**src/rtl/abort_pkg.sv**
```systemverilog
package abort_pkg;
  localparam logic [1:0] RESP_OKAY   = 2'b00;
  localparam logic [1:0] RESP_SLVERR = 2'b10;

  typedef enum logic [3:0] {
    ST_IDLE,
    ST_AW_FWD,
    ST_W_FWD,
    ST_B_FWD,
    ST_W_DROP,
    ST_B_ERR,
    ST_AR_FWD,
    ST_R_FWD,
    ST_R_ERR,
    ST_FAULT
  } seq_state_e;
endpackage

```
**src/rtl/abort_decide.sv**
```systemverilog
module abort_decide (
  input  logic attr_fault,
  input  logic prot_fault,
  input  logic internal,
  input  logic failed,
  output logic abort,
  output logic to_initiator
);
  // Failed state blocks device traffic only; table walks still need checking.
  always_comb begin
    abort        = attr_fault | prot_fault | (failed & ~internal);
    to_initiator = abort & internal;
  end
endmodule

```
**src/rtl/abort_beat_ctr.sv**
```systemverilog
module abort_beat_ctr #(
  parameter int LEN_W = 8
) (
  input  logic             clk,
  input  logic             rst,
  input  logic             load,
  input  logic [LEN_W-1:0] len_in,
  input  logic             step,
  output logic             last
);
  logic [LEN_W-1:0] cnt_q;
  logic [LEN_W-1:0] len_q;

  always_ff @(posedge clk) begin
    if (rst) begin
      cnt_q <= '0;
      len_q <= '0;
    end else if (load) begin
      cnt_q <= '0;
      len_q <= len_in;
    end else if (step) begin
      cnt_q <= cnt_q + 1'b1;
    end
  end

  assign last = (cnt_q == len_q);
endmodule

```
**src/rtl/abort_responder.sv**
```systemverilog
module abort_responder
  import abort_pkg::*;
#(
  parameter int ID_W      = 4,
  parameter int ADDR_W    = 32,
  parameter int DATA_W    = 64,
  parameter int LEN_W     = 8,
  parameter bit FILL_ONES = 1'b1
) (
  input  logic                clk,
  input  logic                rst,
  input  logic                failed_state,
  input  logic                s_awvalid,
  output logic                s_awready,
  input  logic [ID_W-1:0]     s_awid,
  input  logic [ADDR_W-1:0]   s_awaddr,
  input  logic [LEN_W-1:0]    s_awlen,
  input  logic                s_aw_attr_fault,
  input  logic                s_aw_prot_fault,
  input  logic                s_aw_internal,
  input  logic                s_wvalid,
  output logic                s_wready,
  input  logic [DATA_W-1:0]   s_wdata,
  input  logic [DATA_W/8-1:0] s_wstrb,
  input  logic                s_wlast,
  output logic                s_bvalid,
  input  logic                s_bready,
  output logic [ID_W-1:0]     s_bid,
  output logic [1:0]          s_bresp,
  input  logic                s_arvalid,
  output logic                s_arready,
  input  logic [ID_W-1:0]     s_arid,
  input  logic [ADDR_W-1:0]   s_araddr,
  input  logic [LEN_W-1:0]    s_arlen,
  input  logic                s_ar_attr_fault,
  input  logic                s_ar_prot_fault,
  input  logic                s_ar_internal,
  output logic                s_rvalid,
  input  logic                s_rready,
  output logic [ID_W-1:0]     s_rid,
  output logic [DATA_W-1:0]   s_rdata,
  output logic [1:0]          s_rresp,
  output logic                s_rlast,
  output logic                m_awvalid,
  input  logic                m_awready,
  output logic [ID_W-1:0]     m_awid,
  output logic [ADDR_W-1:0]   m_awaddr,
  output logic [LEN_W-1:0]    m_awlen,
  output logic                m_wvalid,
  input  logic                m_wready,
  output logic [DATA_W-1:0]   m_wdata,
  output logic [DATA_W/8-1:0] m_wstrb,
  output logic                m_wlast,
  input  logic                m_bvalid,
  output logic                m_bready,
  input  logic [ID_W-1:0]     m_bid,
  input  logic [1:0]          m_bresp,
  output logic                m_arvalid,
  input  logic                m_arready,
  output logic [ID_W-1:0]     m_arid,
  output logic [ADDR_W-1:0]   m_araddr,
  output logic [LEN_W-1:0]    m_arlen,
  input  logic                m_rvalid,
  output logic                m_rready,
  input  logic [ID_W-1:0]     m_rid,
  input  logic [DATA_W-1:0]   m_rdata,
  input  logic [1:0]          m_rresp,
  input  logic                m_rlast,
  output logic                fault_valid,
  output logic [ID_W-1:0]     fault_id,
  output logic                fault_write
);
  localparam logic [DATA_W-1:0] FILL_WORD = {DATA_W{FILL_ONES}};

  seq_state_e        st_q, st_d;
  logic [ID_W-1:0]   id_q;
  logic [ADDR_W-1:0] addr_q;
  logic [LEN_W-1:0]  len_q;
  logic              route_q;
  logic              wr_q;
  logic              prio_wr_q;

  logic idle, pick_w, aw_fire, ar_fire;
  logic abort_w, route_w, abort_r, route_r;
  logic err_last, err_step;

  abort_decide u_dec_w (
    .attr_fault  (s_aw_attr_fault),
    .prot_fault  (s_aw_prot_fault),
    .internal    (s_aw_internal),
    .failed      (failed_state),
    .abort       (abort_w),
    .to_initiator(route_w)
  );

  abort_decide u_dec_r (
    .attr_fault  (s_ar_attr_fault),
    .prot_fault  (s_ar_prot_fault),
    .internal    (s_ar_internal),
    .failed      (failed_state),
    .abort       (abort_r),
    .to_initiator(route_r)
  );

  abort_beat_ctr #(.LEN_W(LEN_W)) u_beats (
    .clk   (clk),
    .rst   (rst),
    .load  (ar_fire),
    .len_in(s_arlen),
    .step  (err_step),
    .last  (err_last)
  );

  // Address acceptance: one transaction at a time, alternating priority.
  always_comb begin
    idle      = (st_q == ST_IDLE);
    pick_w    = s_awvalid & (prio_wr_q | ~s_arvalid);
    s_awready = idle & pick_w;
    s_arready = idle & ~pick_w;
    aw_fire   = s_awvalid & s_awready;
    ar_fire   = s_arvalid & s_arready;
    err_step  = (st_q == ST_R_ERR) & s_rready;
  end

  always_comb begin
    st_d = st_q;
    unique case (st_q)
      ST_IDLE: begin
        if (aw_fire)      st_d = abort_w ? ST_W_DROP : ST_AW_FWD;
        else if (ar_fire) st_d = abort_r ? (route_r ? ST_FAULT : ST_R_ERR) : ST_AR_FWD;
      end
      ST_AW_FWD: if (m_awready) st_d = ST_W_FWD;
      ST_W_FWD:  if (s_wvalid && m_wready && s_wlast) st_d = ST_B_FWD;
      ST_B_FWD:  if (m_bvalid && s_bready) st_d = ST_IDLE;
      ST_W_DROP: if (s_wvalid && s_wlast) st_d = route_q ? ST_FAULT : ST_B_ERR;
      ST_B_ERR:  if (s_bready) st_d = ST_IDLE;
      ST_AR_FWD: if (m_arready) st_d = ST_R_FWD;
      ST_R_FWD:  if (m_rvalid && s_rready && m_rlast) st_d = ST_IDLE;
      ST_R_ERR:  if (s_rready && err_last) st_d = ST_IDLE;
      ST_FAULT:  st_d = ST_IDLE;
      default:   st_d = ST_IDLE;
    endcase
  end

  always_ff @(posedge clk) begin
    if (rst) begin
      st_q      <= ST_IDLE;
      id_q      <= '0;
      addr_q    <= '0;
      len_q     <= '0;
      route_q   <= 1'b0;
      wr_q      <= 1'b0;
      prio_wr_q <= 1'b1;
    end else begin
      st_q <= st_d;
      if (aw_fire) begin
        id_q      <= s_awid;
        addr_q    <= s_awaddr;
        len_q     <= s_awlen;
        route_q   <= route_w;
        wr_q      <= 1'b1;
        prio_wr_q <= 1'b0;
      end else if (ar_fire) begin
        id_q      <= s_arid;
        addr_q    <= s_araddr;
        len_q     <= s_arlen;
        route_q   <= route_r;
        wr_q      <= 1'b0;
        prio_wr_q <= 1'b1;
      end
    end
  end

  // Memory-side request channels driven from captured request fields.
  always_comb begin
    m_awvalid = (st_q == ST_AW_FWD);
    m_awid    = id_q;
    m_awaddr  = addr_q;
    m_awlen   = len_q;
    m_arvalid = (st_q == ST_AR_FWD);
    m_arid    = id_q;
    m_araddr  = addr_q;
    m_arlen   = len_q;
  end

  // Write data and response path: pass through or absorb and answer locally.
  always_comb begin
    m_wvalid = (st_q == ST_W_FWD) & s_wvalid;
    m_wdata  = s_wdata;
    m_wstrb  = s_wstrb;
    m_wlast  = s_wlast;
    s_wready = ((st_q == ST_W_FWD) & m_wready) | (st_q == ST_W_DROP);
    m_bready = (st_q == ST_B_FWD) & s_bready;
    s_bvalid = ((st_q == ST_B_FWD) & m_bvalid) | (st_q == ST_B_ERR);
    s_bid    = (st_q == ST_B_FWD) ? m_bid : id_q;
    s_bresp  = (st_q == ST_B_FWD) ? m_bresp : RESP_SLVERR;
  end

  // Read response path: pass through or generate fill beats.
  always_comb begin
    m_rready = (st_q == ST_R_FWD) & s_rready;
    s_rvalid = ((st_q == ST_R_FWD) & m_rvalid) | (st_q == ST_R_ERR);
    s_rid    = (st_q == ST_R_FWD) ? m_rid   : id_q;
    s_rdata  = (st_q == ST_R_FWD) ? m_rdata : FILL_WORD;
    s_rresp  = (st_q == ST_R_FWD) ? m_rresp : RESP_SLVERR;
    s_rlast  = (st_q == ST_R_FWD) ? m_rlast : err_last;
  end

  always_comb begin
    fault_valid = (st_q == ST_FAULT);
    fault_id    = id_q;
    fault_write = wr_q;
  end


  no_fwd_aw_on_abort_chk: assert property (@(posedge clk) disable iff (rst)
    (aw_fire && abort_w) |=> !m_awvalid && !m_wvalid);

  no_fwd_ar_on_abort_chk: assert property (@(posedge clk) disable iff (rst)
    (ar_fire && abort_r) |=> !m_arvalid);

  b_hold_chk: assert property (@(posedge clk) disable iff (rst)
    (s_bvalid && !s_bready) |=> (s_bvalid && $stable(s_bid) && $stable(s_bresp)));

  err_read_end_chk: assert property (@(posedge clk) disable iff (rst)
    (st_q == ST_R_ERR && s_rvalid && s_rready && s_rlast) |=> !s_rvalid);

  fault_pulse_chk: assert property (@(posedge clk) disable iff (rst)
    fault_valid |=> !fault_valid);

  fault_silent_chk: assert property (@(posedge clk) disable iff (rst)
    fault_valid |-> (!s_bvalid && !s_rvalid));

  single_accept_chk: assert property (@(posedge clk) disable iff (rst)
    !(s_awready && s_arready));

  no_resp_overlap_chk: assert property (@(posedge clk) disable iff (rst)
    !(s_bvalid && s_rvalid));
endmodule

```
**config.mk**
```make
export PLATFORM = sky130hd
export DESIGN_NAME = abort_responder
export DESIGN_NICKNAME = d
export VERILOG_FILES = /design/src/rtl/abort_pkg.sv /design/src/rtl/abort_decide.sv /design/src/rtl/abort_beat_ctr.sv /design/src/rtl/abort_responder.sv
export SDC_FILE = /design/constraint.sdc
export NUM_CORES = 1
export LEC_CHECK = 0
export CAP_MARGIN = 20
export CORE_AREA = 2 2 200 202
export DETAILED_ROUTE_END_ITERATION = 16
export DIE_AREA = 0 0 202 204
export GPL_TIMING_DRIVEN = 0
export PLACE_DENSITY_LB_ADDON = 0.25
export SLEW_MARGIN = 20
export SYNTH_ARGS = -nofsm -noshare
export SYNTH_HDL_FRONTEND = slang
export SYNTH_SLANG_ARGS = --single-unit
```
**constraint.sdc**
```tcl
create_clock -name clk -period 1.5 [get_ports clk]
set_input_delay 0.225 -clock clk [delete_from_list [all_inputs] [get_ports clk]]
set_output_delay 0.225 -clock clk [all_outputs]
set_load 0.05 [all_outputs]
```
==> run summary <==
global-route wire length before repair = 39,400 um
critical path class = flip-flop to output port
worst hold start = s_awlen[7]
Setup crit end kind = output port
Hold Slack = 0.454 ns
Post-DRT Antenna Nets = 0
r2r startpoint = st_q[1]
Sequential Area = 1360 sq um
peak supply drop = 0.000873 V
sequential share of the synthesized area = 28.7%
placed cell area = 10,300 sq um
post-route clock period utilization = 135%
Max-Slew Margin vs Limit = 46.6%
startpoint types = flip-flop
synthesized instance count = 624
clock period minus worst slack = 2.03 ns
Crit. Startpoint = st_q[3]
Synth async-reset ratio = 0%
Sink Count = 67
Worst-Margin Slew = 0.801 ns
vias post-DR = 6,248
input/output buffers = 437
Yosys top cell area share = 28.7%
Hold Violations, Final = 0
critical path data arrival time = 1.81 ns
Seq cells post-synth = 67
# fillers = 3,948
Area growth syn-to-layout = 178%
Via-to-Cell Ratio = 3.74
multi-input logic area = 3620 sq um
hpwl dp = 22,300 um
routability cong. = 0.786
Setup WS post-layout = -0.531 ns
Pins Over Slew Limit = 0
root buf cell = clkbuf_16
CTS tree = built
average size of a mapped cell = 7.49 sq um
max-cap violations = 0
Lkg Pwr = 5.34 nW
most common cell in the synthesized netlist = buf_4
Worst-Skew Late Latency = 0.35 ns
drt wl/cell = 17.9 um
EDFF count, synth = 0
Syn. warnings = 0
Row Count = 73
clock buffer count from CTS = 9
post-synth net total = 882
antenna violations before repair = 4
I/O pin total = 511
RSZ-0062 raised after global routing = yes
Post-Route WL = 29,900 um
initial drt markers = 174
# DRC = 0
Highest Clock Rate = 492 MHz
total power = 0.0212 W
design area = 13,000 sq um
violated checks = negative setup slack
Pwr Density = 1630 nW/um^2
largest net degree at the start of global routing = 11
CTS clk-pin slew, worst paths = 0.06 ns
Req. time, crit path = 1.27 ns
Die X = 202 um
top cells by area, synth = dfxtp_1, buf_4, nand2_1
drt first pass iters = 4
share of layout cells above drive strength 1 = 57.6%
die height = 204 um
clk buf depth = 2
Synth Flop Type = dfxtp_1
vias in the first global route = 6,188
Core ar. = 39,200 sq um
final setup fails = 158
final-stage net count = 1,400
crit path max fanout = 8
total global routing overflow = 0
H-tree Lvls = 3
Post-synth top cells = buf_4, nand2_1, nand2b_1
mapped cell area = 4670 sq um
cts hold-fix bufs = 0
die area = 41,200 sq um
status = finished, violations left
min-delay worst type = input pin to flip-flop
Unique masters post-synth = 51
Post-Route Skew = 0.00537 ns
Initial Utilization = 11.9%
overall routing resource usage = 12.9%
Synth area leader = dfxtp_1
kinds of logic (layout without fill, tap and decap cells):
logic type / count (synthesis) / after routing / share of synthesized area [%]
buffers and inverters: 169 / 691 / 23.8
other: 0 / 1 / 0
muxes: 6 / 6 / 1.39
and+or+nand+nor: 275 / 275 / 29.0
AOI/OAI and AO/OA: 92 / 92 / 14.2
xor gates and xnor gates: 14 / 14 / 2.62
adders and majority gates: 1 / 1 / 0.268
DFF: 67 / 67 / 28.7
where the power goes:
group	internal (W)	leakage, nW	switching (W)
logic	0.00673	4.64	0.00918
registers	0.00245	0.556	0.000725
clock network	0.00124	0.141	0.000834
total	0.0104	5.34	0.0107
layout make-up:
| type | count | area share [%] |
|---|---|---|
| well taps | 525 | 5.06 |
| multi-input cells | 388 | 27.9 |
| clock buffers | 13 | 2.08 |
| clock inverters | 2 | 0.0771 |
| flip-flops and latches | 67 | 10.5 |
| diodes | 1 | 0.0193 |
| plain buffers | 158 | 11.4 |
| repair buffers | 511 | 42.6 |
| inverters | 7 | 0.299 |
routing by layer:
| metal | vias up | global-route usage [%] | routed length (um) |
|---|---|---|---|
| met2 | 291 | 23.9 | 16100 |
| li1 | 3015 | - | - |
| met4 | 4 | 4.46 | 409 |
| met3 | 22 | 2.68 | 1710 |
| met1 | 2916 | 14.7 | 11600 |
| met5 | - | 0 | 25 |
repair_timing:
action | in CTS | in global routing
setup endpoints to repair | 249 | 184
endpoints found under the hold margin | 0 | 0
gates cloned | 7 | 11
setup buffers | 38 | 21
gates resized for setup | 983 | 336
pin swaps | 86 | 30
cell usage in the layout, fill, tap and decap left out, types with 23 or more instances in the layout:
cell | Yosys | layout
buf_12 | 0 | 30
nor2_4 | 0 | 23
clkdlybuf4s15_2 | 0 | 51
buf_8 | 0 | 42
dfxtp_1 | 67 | 57
buf_4 | 124 | 153
nand2_1 | 122 | 61
clkdlybuf4s50_1 | 0 | 254
nand2_2 | 0 | 46
buf_6 | 0 | 68
nand2b_4 | 0 | 63
a311oi_2 | 0 | 27
critical path, stage by stage (launching register included):
cell and delay [ns]:
dfxtp_4 0.37, nor4bb_4 0.30, buf_6 0.21, buf_12 0.12, mux2_4 0.30, buf_8 0.15
registers in the layout, summed over array words and instances, names as in the netlist:
signal / flops
st_q: 4
u_beats.len_q: 8
fault_write: 1
route_q: 1
u_beats.cnt_q: 8
prio_wr_q: 1
m_arlen: 8
m_araddr: 32
fault_id: 4
worst paths after layout:
kind	endpoint	slack, ns	cells after the start
worst min register to register	u_beats.len_q[6]	0.47	2
worst max-delay path	s_bid[0]	-0.53	5
worst max register to register	st_q[0]	-0.46	7
worst min-delay path	m_arlen[7]	0.45	3
per-stage QoR:
step / setup WS (ns) / setup TNS (ns) / util [%] / cells
2_1_floorplan: -0.112 / -2.96 / - / 624
3_3_place_gp: -1.48 / -125.65 / 26.4 / 1586
3_5_place_dp: -1.48 / -116.39 / 26.4 / 1587
4_1_cts: -0.644 / -58.95 / 30.0 / 1647
5_1_grt: -0.596 / -69.55 / 33.1 / 1672
6_report: -0.531 / -58.01 / 33.1 / 1672
No activity file was read; power rests on OpenSTA's default activity.
